$ cat config.mk
export PLATFORM = sky130hd
export DESIGN_NAME = prv_tick_edge_router
export DESIGN_NICKNAME = d
export VERILOG_FILES = /design/src/rtl/prv_tick_edge_router.sv
export SDC_FILE = /design/constraint.sdc
export NUM_CORES = 1
export LEC_CHECK = 0
export BUFFER_PORTS_ARGS = -buffer_cell sky130_fd_sc_hd__buf_4
export CAP_MARGIN = 20
export CORE_AREA = 3 3 40 42
export CTS_BUF_LIST = sky130_fd_sc_hd__clkbuf_16
export DETAILED_ROUTE_END_ITERATION = 12
export DIE_AREA = 0 0 43 45
export GPL_TIMING_DRIVEN = 0
export MAX_ROUTING_LAYER = met4
export PLACE_DENSITY_LB_ADDON = 0.08
export REMOVE_ABC_BUFFERS = 1
export SETUP_SLACK_MARGIN = 0.1
export SLEW_MARGIN = 0
export SYNTH_ARGS = -nofsm -noshare
export SYNTH_HDL_FRONTEND = slang
export SYNTH_SLANG_ARGS = --single-unit
export TNS_END_PERCENT = 50
$ cat constraint.sdc
create_clock -name clk -period 0.8 [get_ports clk]
set_input_delay 0.04 -clock clk [delete_from_list [all_inputs] [get_ports clk]]
set_output_delay 0.04 -clock clk [all_outputs]
set_load 0.005 [all_outputs]
$ cat src/rtl/prv_tick_edge_router.sv
module prv_tick_edge_router #(
  parameter int MAX_CORES    = 4,
  parameter int ACTIVE_CORES = 4
) (
  input  logic                   clk,
  input  logic                   rst_n,
  input  logic [2*MAX_CORES-1:0] lvl_in,
  output logic [2*MAX_CORES-1:0] pend_set
);
  localparam int NLINES = 2 * MAX_CORES;
  localparam int NLIVE  = 2 * ACTIVE_CORES;
  localparam logic [NLINES-1:0] LIVE_MASK = {NLINES{1'b1}} >> (NLINES - NLIVE);

  logic [NLINES-1:0] live;
  logic [NLINES-1:0] prev_q;

  assign live = lvl_in & LIVE_MASK;

  always_ff @(posedge clk) begin
    if (!rst_n) begin
      prev_q   <= '0;
      pend_set <= '0;
    end else begin
      prev_q   <= live;
      pend_set <= live & ~prev_q;
    end
  end
endmodule

After elaboration in Yosys (flattened, before gate mapping)
Index checks and enable logic that the tools add are counted.
W data, S select, Z words.
- register bits: 16
- input port bits: 10
- latch bits: 0
- bits in writable memories: 0
- memory bits (read-only): 0
- memories: 0
- output and inout bits: 8
- word-level logic and storage cells: 4
- div/mod/pow operators: 0
- multiply operators: 0
- mux-type cells: 0
- shifts and indexed selects: 0
- bitwise operators: 2
- reductions and logical operators: 0
- $lt $le $gt $ge: 0
- add/sub/neg operators: 0
- equality and inequality tests: 0
- operators by type and width (kind ; number):
    $and A8 B8 Y8 ; 1
    $not A8 Y8 ; 1

Logic depth before layout (Yosys ltp)
- word-level depth: 2
- depth in mapped cells: 2
- gate-level depth less buffers: 1

Worst setup path before layout
Ideal clock, no wire load.
- path type: register to register
- from: reg prev_q[0]
- to: reg pend_set[0]
- cell stages (with the launch flop): 2
- arrival time: 456 ps
- period minus slack after synthesis: 573 ps
- slack: 227 ps
- library setup time: 117 ps
- buffers on the path: 0
- required time: 683 ps
- path through: dfxtp_1 and3b_2
- cells in the longest elaborated chain, start to end: 2
- ends and longest elaborated chain (what ; line ; RTL):
    start, declared ; 15 ; logic [NLINES-1:0] prev_q;
    start signal, assigned ; 24 ; prev_q <= live;
    $not A8 Y8 ; 25 ; pend_set <= live & ~prev_q;
    $and A8 B8 Y8 ; 25 ;
    end signal, assigned ; 25 ;
    end, declared ; 8 ; output logic [2*MAX_CORES-1:0] pend_set
No other way between the ends.
A chain may end at the register's enable or synchronous reset.

Worst setup path in the final report
- from: reg pend_set[3]
- to: out pend_set[3]
No word-level cell between the ends.

==> results.sh <==
export IMPL_antenna_cells=0
export IMPL_vias_per_cell=4.24
export IMPL_hold_class="in2reg"
export IMPL_ys_seq_elements=16
export IMPL_share_comb_of_total_power=0.065
export IMPL_worst_setup_path_type="reg2out"
export IMPL_syn_area_um2=467
export IMPL_worst_ep_arrival_time_ns=0.66
export IMPL_final_nets=64
export IMPL_tns_ns=0
export IMPL_area_delta_synth_final_pct=49.3
export IMPL_swShare=0.160
export IMPL_maxSlewViolCount=0
export IMPL_seqPwrFrac=0.454
export IMPL_drive_above_1_share=0.692
export IMPL_ys_seq_area_frac=0.686
export IMPL_grt_overflow_total=0
export IMPL_power_total_w=0.00189
export IMPL_cts_sinks=16
export IMPL_initial_core_util=0.363
export IMPL_cellLeakagePower_nw=0.333
export IMPL_io_pin_count=18
export IMPL_die_x_um=43
export IMPL_critPathSlowestCell="dfxtp_1"
export IMPL_cts_buffers=3
export IMPL_ys_warn_count=0
export IMPL_synth_top_area_share=0.686
export IMPL_power_density_mw_per_mm2=2710
export IMPL_setup_viol=0
export IMPL_grtUsageTotal=0.0991
export IMPL_grt_pass1_vias=332
export IMPL_firstDrtPassIters=2
export IMPL_place_congestion=0.609
export IMPL_min_to="prev_q[2]$_SDFF_PN0_"
export IMPL_crit_path_start_kind="flip-flop"
export IMPL_rsz0062_at_grt="true"
export IMPL_fin_hold_ws_ns=0.0129
export IMPL_min_from="lvl_in[2]"
export IMPL_postSynthAreaPerCell_um2=14.1
export IMPL_num_vias=284
export IMPL_cts_tree="built"
export IMPL_routedWlPerCell_um=11.2
export IMPL_clk_pin_slew_worst_paths_ns=0.04
export IMPL_tightestPinTransition_ns=0.124
export IMPL_p_int_w=0.00158
export IMPL_grt_max_degree=17
export IMPL_antenna_found_initial=0
export IMPL_holdPathStages=2
export IMPL_reg2reg_depth=1
export IMPL_coreArea_mm2=0.00128
export IMPL_cap_violations=0
export IMPL_fin_crit_sh=0.870
export IMPL_io_buffers=17
export IMPL_die_area_mm2=0.00194
export IMPL_timing_slew_headroom=0.917
export IMPL_max_freq_mhz=1440
export IMPL_ys_types=6
export IMPL_max_stage_delay_ns=0.30
export IMPL_fin_worst_skew_ns=0.000396
export IMPL_rows=13
export IMPL_cts_setup_buffers=0
export IMPL_p_sw_w=0.000302
export IMPL_antenna_left=0
export IMPL_clockBufferDepth=2
export IMPL_clk_latency_ns=0.24
export IMPL_period_needed_ns=0.696
export IMPL_critical_path_top_delay_family="flip-flops"
export IMPL_r2r_start="prev_q[0]$_SDFF_PN0_"
export IMPL_regToRegSetupSlack_ns=0.19
export IMPL_synth_area_top_cells="dfxtp_1, and3b_2, and2_2"
export IMPL_grt_first_pass_wirelength_um=1350
export IMPL_clock_power_share=0.481
export IMPL_fillCellCount=109
export IMPL_postRouteWirelength_um=752
export IMPL_outcome="finished clean"
export IMPL_yosysTopAreaCell="dfxtp_1"
export IMPL_drtIter0Drc=1
export IMPL_end_kind="output port"
export IMPL_syn_inst=33
export IMPL_drc=0
export IMPL_hold_viol=0
export IMPL_crit_chain="buf_4"
export IMPL_timing_critical_path_buf_inv=1
export IMPL_path_max_fanout=1
export IMPL_htree_levels=1
export IMPL_r2r_end="pend_set[0]$_SDFF_PN0_"
export IMPL_ir_drop_v=0.00127
export IMPL_die_h_um=45
export IMPL_cts_root_buffer="clkbuf_16"
export IMPL_cp_required_ns=0.76
## final cells by class
type                    instances  area, um^2  area share
clock buffers                   3        75.1       0.108
multi-input cells              16         135       0.194
flip-flops and latches         16         325       0.467
well taps                      15        18.8      0.0269
repair buffers                 17         143       0.205
## cells in the final DEF (no fill, tap or decap), drive strengths merged
master / instances
buf: 17
dfxtp: 16
and3b: 8
and2: 8
clkbuf: 3
## worst max path at each step
stage,from,to,slack [ns],depth (start not counted)
floorplan,prev_q[0]$_SDFF_PN0_,pend_set[0]$_SDFF_PN0_,0.23,1
CTS,pend_set[1]$_SDFF_PN0_,pend_set[1],0.1,1
global placement,prev_q[1]$_SDFF_PN0_,pend_set[1]$_SDFF_PN0_,0.22,1
finish,pend_set[3]$_SDFF_PN0_,pend_set[3],0.10,1
global route,pend_set[0]$_SDFF_PN0_,pend_set[0],0.09,1
detailed placement,prev_q[0]$_SDFF_PN0_,pend_set[0]$_SDFF_PN0_,0.19,1
## cells in the mapped netlist
library cell  instances
and2_1                2
and2_2                6
and3b_1               2
and3b_2               6
buf_6                 1
dfxtp_1              16
## metal layers
metal,vias up,routed length [um],GRT usage
met3,0,50,0.0359
met4,0,0,0.0361
li1,145,-,-
met2,11,421,0.189
met1,128,280,0.0905
met5,-,0,-
## repair_timing
item / in CTS / in global routing
gates resized for setup: 2 / 6
endpoints found under the setup margin: 4 / 8
hold buffers: 0 / 0
endpoints found under the hold margin: 0 / 0
## power by group through the flow
stage | Combinational (W) | Clock (W) | Sequential [W]
finish | 0.000123 | 0.000908 | 0.000857
floorplan | 0.0000361 | 0 | 0.000868
detailed placement | 0.000120 | 0 | 0.000867
CTS | 0.000122 | 0.000930 | 0.000854
global placement | 0.000113 | 0 | 0.000866
global route | 0.000138 | 0.000968 | 0.000860
## cells by family (layout without fill, tap and decap cells)
family | Yosys count | after routing | synth area share
buffers and inverters | 1 | 20 | 0.0241
and+or+nand+nor | 16 | 16 | 0.290
DFF | 16 | 16 | 0.686
## through the flow
stage / setup slack, ns / instances / utilization / cell area (um^2)
finish: 0.104 / 67 / 0.542 / 697
global route: 0.0879 / 67 / 0.542 / 697
CTS: 0.0955 / 67 / 0.531 / 682
detailed placement: 0.188 / 64 / 0.468 / 602
global placement: 0.216 / 64 / 0.468 / 602
floorplan: 0.227 / 32 / - / 455
## state kept, by name, indices dropped and copies added, names as in the netlist
signal,cells
pend_set,8
prev_q,8
No activity file was read; power rests on OpenSTA's default activity.
